$ cat src/rtl/dma2d_addr_gen.sv
module dma2d_addr_gen #(
  parameter int AW  = 32,
  parameter int ECW = 24,
  parameter int FCW = 16,
  parameter int IW  = 16
) (
  input  logic           clk,
  input  logic           rst_n,
  input  logic           start,
  input  logic           stop,
  input  logic           ack,
  input  logic [AW-1:0]  src_base,
  input  logic [AW-1:0]  dst_base,
  input  logic [ECW-1:0] elem_count,
  input  logic [FCW-1:0] frame_count,
  input  logic [1:0]     elem_size,
  input  logic [1:0]     src_mode,
  input  logic [1:0]     dst_mode,
  input  logic [IW-1:0]  src_eidx,
  input  logic [IW-1:0]  src_fidx,
  input  logic [IW-1:0]  dst_eidx,
  input  logic [IW-1:0]  dst_fidx,
  output logic           busy,
  output logic [AW-1:0]  src_addr,
  output logic [AW-1:0]  dst_addr,
  output logic           half_frame,
  output logic           frame_end,
  output logic           last_frame_start,
  output logic           block_end,
  output logic           done
);

  localparam logic [1:0] M_CONST = 2'd0;
  localparam logic [1:0] M_INC   = 2'd1;
  localparam logic [1:0] M_DBL   = 2'd3;

  logic [ECW-1:0] en_q, e_q;
  logic [FCW-1:0] fn_q, f_q;
  logic [1:0]     sz_q, smode_q, dmode_q;
  logic [IW-1:0]  sei_q, sfi_q, dei_q, dfi_q;
  logic [AW-1:0]  nbytes, src_nxt, dst_nxt;
  logic           last_e, last_f, go;

  assign last_e = (e_q == en_q);
  assign last_f = (f_q == fn_q);
  assign go     = start && (elem_count != '0) && (frame_count != '0);
  assign nbytes = (sz_q == 2'd0) ? AW'(1) : (sz_q == 2'd1) ? AW'(2) : AW'(4);

  function automatic logic [AW-1:0] step(input logic [AW-1:0] a, input logic [1:0] m,
                                         input logic [IW-1:0] ei, input logic [IW-1:0] fi,
                                         input logic frame_last, input logic [AW-1:0] nb);
    logic [AW-1:0] ix;
    ix = (m == M_DBL && frame_last) ? AW'($signed(fi)) : AW'($signed(ei));
    case (m)
      M_CONST: step = a;
      M_INC:   step = a + nb;
      default: step = a + nb + ix - AW'(1);
    endcase
  endfunction

  assign src_nxt = step(src_addr, smode_q, sei_q, sfi_q, last_e, nbytes);
  assign dst_nxt = step(dst_addr, dmode_q, dei_q, dfi_q, last_e, nbytes);

  always_ff @(posedge clk or negedge rst_n) begin
    if (!rst_n) begin
      busy <= 1'b0;
      src_addr <= '0;  dst_addr <= '0;
      e_q <= '0;  f_q <= '0;  en_q <= '0;  fn_q <= '0;
      sz_q <= '0;  smode_q <= '0;  dmode_q <= '0;
      sei_q <= '0;  sfi_q <= '0;  dei_q <= '0;  dfi_q <= '0;
      half_frame <= 1'b0;  frame_end <= 1'b0;  last_frame_start <= 1'b0;
      block_end <= 1'b0;  done <= 1'b0;
    end else begin
      half_frame <= 1'b0;  frame_end <= 1'b0;  last_frame_start <= 1'b0;
      block_end <= 1'b0;  done <= 1'b0;
      if (!busy) begin
        if (go) begin
          busy <= 1'b1;
          en_q <= elem_count;  fn_q <= frame_count;
          sz_q <= elem_size;  smode_q <= src_mode;  dmode_q <= dst_mode;
          sei_q <= src_eidx;  sfi_q <= src_fidx;  dei_q <= dst_eidx;  dfi_q <= dst_fidx;
          src_addr <= src_base;  dst_addr <= dst_base;
          e_q <= ECW'(1);  f_q <= FCW'(1);
          last_frame_start <= (frame_count == FCW'(1));
        end
      end else if (stop) begin
        busy <= 1'b0;
      end else if (ack) begin
        half_frame <= (en_q > ECW'(1)) && (e_q == (en_q >> 1));
        frame_end  <= last_e;
        if (last_e && last_f) begin
          busy <= 1'b0;  block_end <= 1'b1;  done <= 1'b1;
        end else begin
          src_addr <= src_nxt;
          dst_addr <= dst_nxt;
          if (last_e) begin
            e_q <= ECW'(1);
            f_q <= f_q + FCW'(1);
            last_frame_start <= (f_q == fn_q - FCW'(1));
          end else begin
            e_q <= e_q + ECW'(1);
          end
        end
      end
    end
  end

endmodule

$ cat config.mk
export PLATFORM = sky130hd
export DESIGN_NAME = dma2d_addr_gen
export DESIGN_NICKNAME = d
export VERILOG_FILES = /design/src/rtl/dma2d_addr_gen.sv
export SDC_FILE = /design/constraint.sdc
export NUM_CORES = 1
export LEC_CHECK = 0
export ABC_AREA = 1
export BUFFER_PORTS_ARGS = -buffer_cell sky130_fd_sc_hd__buf_4
export CAP_MARGIN = 20
export CORE_MARGIN = 2
export CORE_UTILIZATION = 60
export CTS_BUF_LIST = sky130_fd_sc_hd__clkbuf_8
export CTS_CLUSTER_DIAMETER = 30
export DETAILED_ROUTE_END_ITERATION = 12
export HOLD_SLACK_MARGIN = 0.06
export PLACE_DENSITY_LB_ADDON = 0.3
export SETUP_SLACK_MARGIN = 0.02
export SYNTH_ARGS = -nofsm -noshare
export SYNTH_HDL_FRONTEND = slang
export SYNTH_SLANG_ARGS = --single-unit
$ cat constraint.sdc
create_clock -name clk -period 5.6 [get_ports clk]
set_input_delay 0.28 -clock clk [delete_from_list [all_inputs] [get_ports clk]]
set_output_delay 0.28 -clock clk [all_outputs]
set_load 0.05 [all_outputs]
==> flow_summary_export.csv <==
group,metric,value,unit
placement,port_buffers,248,
worst_hold_path,holdCritPathClass,"input pin to flip-flop",
global_route,grt_max_degree,115,
critical_path,r2r_cells,22,
global_route,grt_pass1_wl,124000,um
floorplan,start_util,0.606,
synth,syn_area,19000,sq um
sta,slew_headroom,0.269,
sta,timing.final.crit_share,0.915,
clocking,root_buffer,"clkbuf_8",
synth,ys.flop_type,"dfrtp_1",
pwr,vdd_drop_max,0.318,mV
detailed_routing,postRouteAntennaNets,0,
floorplan,dieWidth,182,um
synth,synthesis.nets,3199,
sta,fmax,0.195,GHz
floorplan,die_height,182,um
pwr,switching_share,0.544,
clocking,cts_sinks,219,
critical_path,max_stage_delay,0.56,ns
global_route,antenna_found_initial,6,
synth,ys_types,58,
sta,drv_slew,0,
critical_path,r2r_start,"sz_q[0]",
critical_path,endpoint_kind,"flip-flop",
critical_path,critPathArrivalTime,5.67,ns
critical_path,timing.critical_path.buf_inv,2,
clocking,cts_max_path_buffers,3,
critical_path,r2r-end,"src_addr[21]",
cells_and_area,regArea,5480,sq um
clocking,clk_latency,0.69,ns
global_route,track_usage,0.483,
cells_and_area,multi_input_area,11500,sq um
critical_path,crit_family,"simple AND/OR/NAND/NOR gates",
critical_path,rrSetupSlack,0.48,ns
detailed_routing,wire_per_inst,21.1,um
detailed_routing,wl,79200,um
clocking,cts-buffers-inserted,55,
synth,synth_cells,2887,
worst_hold_path,hold_depth,5,
synth,ys_ff_latch,219,
sta,whs,0.0634,ns
critical_path,cp_cell_sequence,"nor2_1 > ha_1 > ha_1 > inv_1 > nand2_1 > a21oi_1 > nor2_1 > nand2_1 > o21ai_0 > ha_1 > inv_1 > ha_1 > nand2_1 > o21ai_0 > a21oi_1 > o21ai_0 > a21oi_1 > or2_2 > nand3_1 > o211ai_1 > nand2_1 > nand2_1",
cells_and_area,nFillCells,2171,
floorplan,core-area,31300,sq um
floorplan,die-area,33100,sq um
sta,tns,0,ns
critical_path,worstPathRequired,6.15,ns
detailed_routing,drt-initial-drc-count,2720,
pwr,p_per_area,620,nW/um^2
critical_path,crit_type,"flip-flop to flip-flop",
synth,ys_warn_count,0,
pwr,seqPwrFrac,0.176,
synth,synth_edf_count,0,
clocking,cts_resized,0,
global_route,grt_pass1_vias,23382,
critical_path,cpMostUsedCell,"nand2_1",
critical_path,crit_slowest_cell,"o21ai_0",
cells_and_area,final_cell_mix,"825 x nand2_1, 415 x inv_1, 266 x nor2_1, 263 x buf_4, 218 x dfrtp_1",
floorplan,io_pins,249,
clocking,tritoncts,"yes",
cells_and_area,fin_nets,3607,
critical_path,startpoint_type,"flip-flop",
synth,yosysSeqAreaShare,0.289,
run_status,status,"finished, final reports clean",
detailed_routing,route.detailed.drc,0,
detailed_routing,drt_first_pass_iters,9,
detailed_routing,avgViaCountPerCell,6.17,
sta,min_period,5.12,ns
floorplan,row_count,65,
sta,hold_viol_final,0,
critical_path,crit_fanout,7,
pwr,p_leak,12.2,nW
placement,hpwl,50700,um
synth,async_reset_ff_frac,1.00,
synth,synth_area_per_cell,6.57,sq um
global_route,gr-total-overflow,0,
flow_run,max_cap_violations,0,
cells_and_area,area_growth,27.9,%
clocking,ctsHtreeMaxLevel,2,
placement,gp_congestion,0.997,
cells_and_area,final_common_cell,"nand2_1",
pwr,p_int,6.85,mW
clocking,path_clk_slew,0.06,ns
pwr,comb_power_share,0.655,
pwr,p_clk_frac,0.169,
sta,rsz0062_at_grt,"no",
sta,worstMarginPinSlew,1.10,ns
cells_and_area,drive_gt1_frac,0.125,
worst_hold_path,min_to,"src_addr[29]",
sta,skew,0.0427,ns
worst_hold_path,min-delay-start,"src_base[29]",
pwr,switchingPower,8.18,mW
detailed_routing,vias,23119,
sta,setup_viol,0,
-- power by group through the flow --
stage | clock network [mW] | registers, mW | logic [mW]
after floorplan | 0 | 3.16 | 5.90
after global placement | 0 | 2.57 | 8.98
after detailed placement | 0 | 2.59 | 9.13
after CTS | 2.49 | 2.57 | 9.31
after global routing | 2.63 | 2.67 | 10.7
final | 2.55 | 2.64 | 9.84
-- worst max-delay path by stage --
stage	startpoint	endpoint	slack, ns	depth (start not counted)
3_5_place_dp	sz_q[0]	dst_addr[27]	0.83	26
3_3_place_gp	e_q[16]	src_addr[21]	1.04	23
6_report	sz_q[0]	src_addr[21]	0.48	22
4_1_cts	sz_q[0]	dst_addr[27]	0.78	26
2_1_floorplan	src_addr[2]	src_addr[27]	1.69	24
5_1_grt	e_q[16]	src_addr[13]	0.13	20
-- kinds of logic (layout without fill, tap and decap cells) --
family | after synthesis | count (layout) | share of synthesized area
flops | 219 | 219 | 0.289
mux | 1 | 1 | 0.000528
compound gates | 440 | 440 | 0.131
other cells | 0 | 6 | 0
xor+xnor | 132 | 132 | 0.0625
simple gates | 1451 | 1451 | 0.324
buf+inv | 511 | 963 | 0.104
fa+ha+maj | 133 | 133 | 0.0885
-- metrics by stage --
stage / cells / cell area, sq um / utilization / power (mW) / worst slack, ns
after floorplan: 2887 / 19000 / - / 9.06 / 1.69
after global placement: 3463 / 21100 / 0.674 / 11.6 / 1.04
after detailed placement: 3463 / 21100 / 0.674 / 11.7 / 0.825
after CTS: 3740 / 24200 / 0.774 / 14.4 / 0.784
after global routing: 3746 / 24300 / 0.775 / 16.0 / 0.133
final: 3747 / 24300 / 0.775 / 15.0 / 0.478
-- cells in the mapped netlist (30+ instances only) --
cell | instances | area [sq um]
a21oi_1 | 99 | 495
clkbuf_1 | 56 | 210
dfrtp_1 | 219 | 5480
ha_1 | 131 | 1640
inv_1 | 411 | 1540
nand2_1 | 825 | 3100
nand3_1 | 143 | 716
nand4_1 | 70 | 438
nor2_1 | 267 | 1000
nor3_1 | 53 | 265
nor4_1 | 30 | 188
o211ai_1 | 34 | 255
o21ai_0 | 205 | 1030
o21ai_1 | 31 | 155
xnor2_1 | 44 | 385
xor2_1 | 86 | 753
-- cell type report --
class,count,share of cell area
Inverter,420,0.0651
Timing Repair Buffer,442,0.156
Multi-Input combinational cell,2157,0.475
Sequential cell,219,0.226
Clock buffer,65,0.0369
Antenna cell,6,0.000619
Tap cell,402,0.0207
Clock inverter,36,0.0201
-- sequential cells by signal, indices dropped and copies added, names as in the netlist --
| signal | cells |
|---|---|
| fn_q | 16 |
| done | 1 |
| e_q | 24 |
| sfi_q | 16 |
| sei_q | 16 |
| frame_end | 1 |
| busy | 1 |
| dei_q | 16 |
| sz_q | 2 |
| src_addr | 32 |
| half_frame | 1 |
| smode_q | 2 |
| dmode_q | 2 |
| en_q | 24 |
| dfi_q | 16 |
| dst_addr | 32 |
| last_frame_start | 1 |
| f_q | 16 |
-- metal layers --
metal / up-vias / track usage / share of wire
met5: - / 0 / 0.00013
met4: 2 / 0.397 / 0.092
met3: 570 / 0.154 / 0.12
met2: 1794 / 0.757 / 0.44
met1: 10568 / 0.539 / 0.35
li1: 10185 / - / -
-- worst reg2reg max path, stage by stage, from the launching register on --
cell and delay [ns]:
dfrtp_1 0.45, nor2_1 0.23, ha_1 0.23, ha_1 0.15, inv_1 0.03, nand2_1 0.19
a21oi_1 0.19, nor2_1 0.50, nand2_1 0.26, o21ai_0 0.31, ha_1 0.20, inv_1 0.05
ha_1 0.39, nand2_1 0.14, o21ai_0 0.23, a21oi_1 0.14, o21ai_0 0.56, a21oi_1 0.16
or2_2 0.30, nand3_1 0.07, o211ai_1 0.10, nand2_1 0.09, nand2_1 0.05
-- what timing repair did --
| item | CTS | global route |
|---|---|---|
| buffers inserted | 0 | 0 |
| hold buffers | 176 | 0 |
| hold endpoints to repair | 279 | 0 |
No activity file was read; power rests on OpenSTA's default activity.
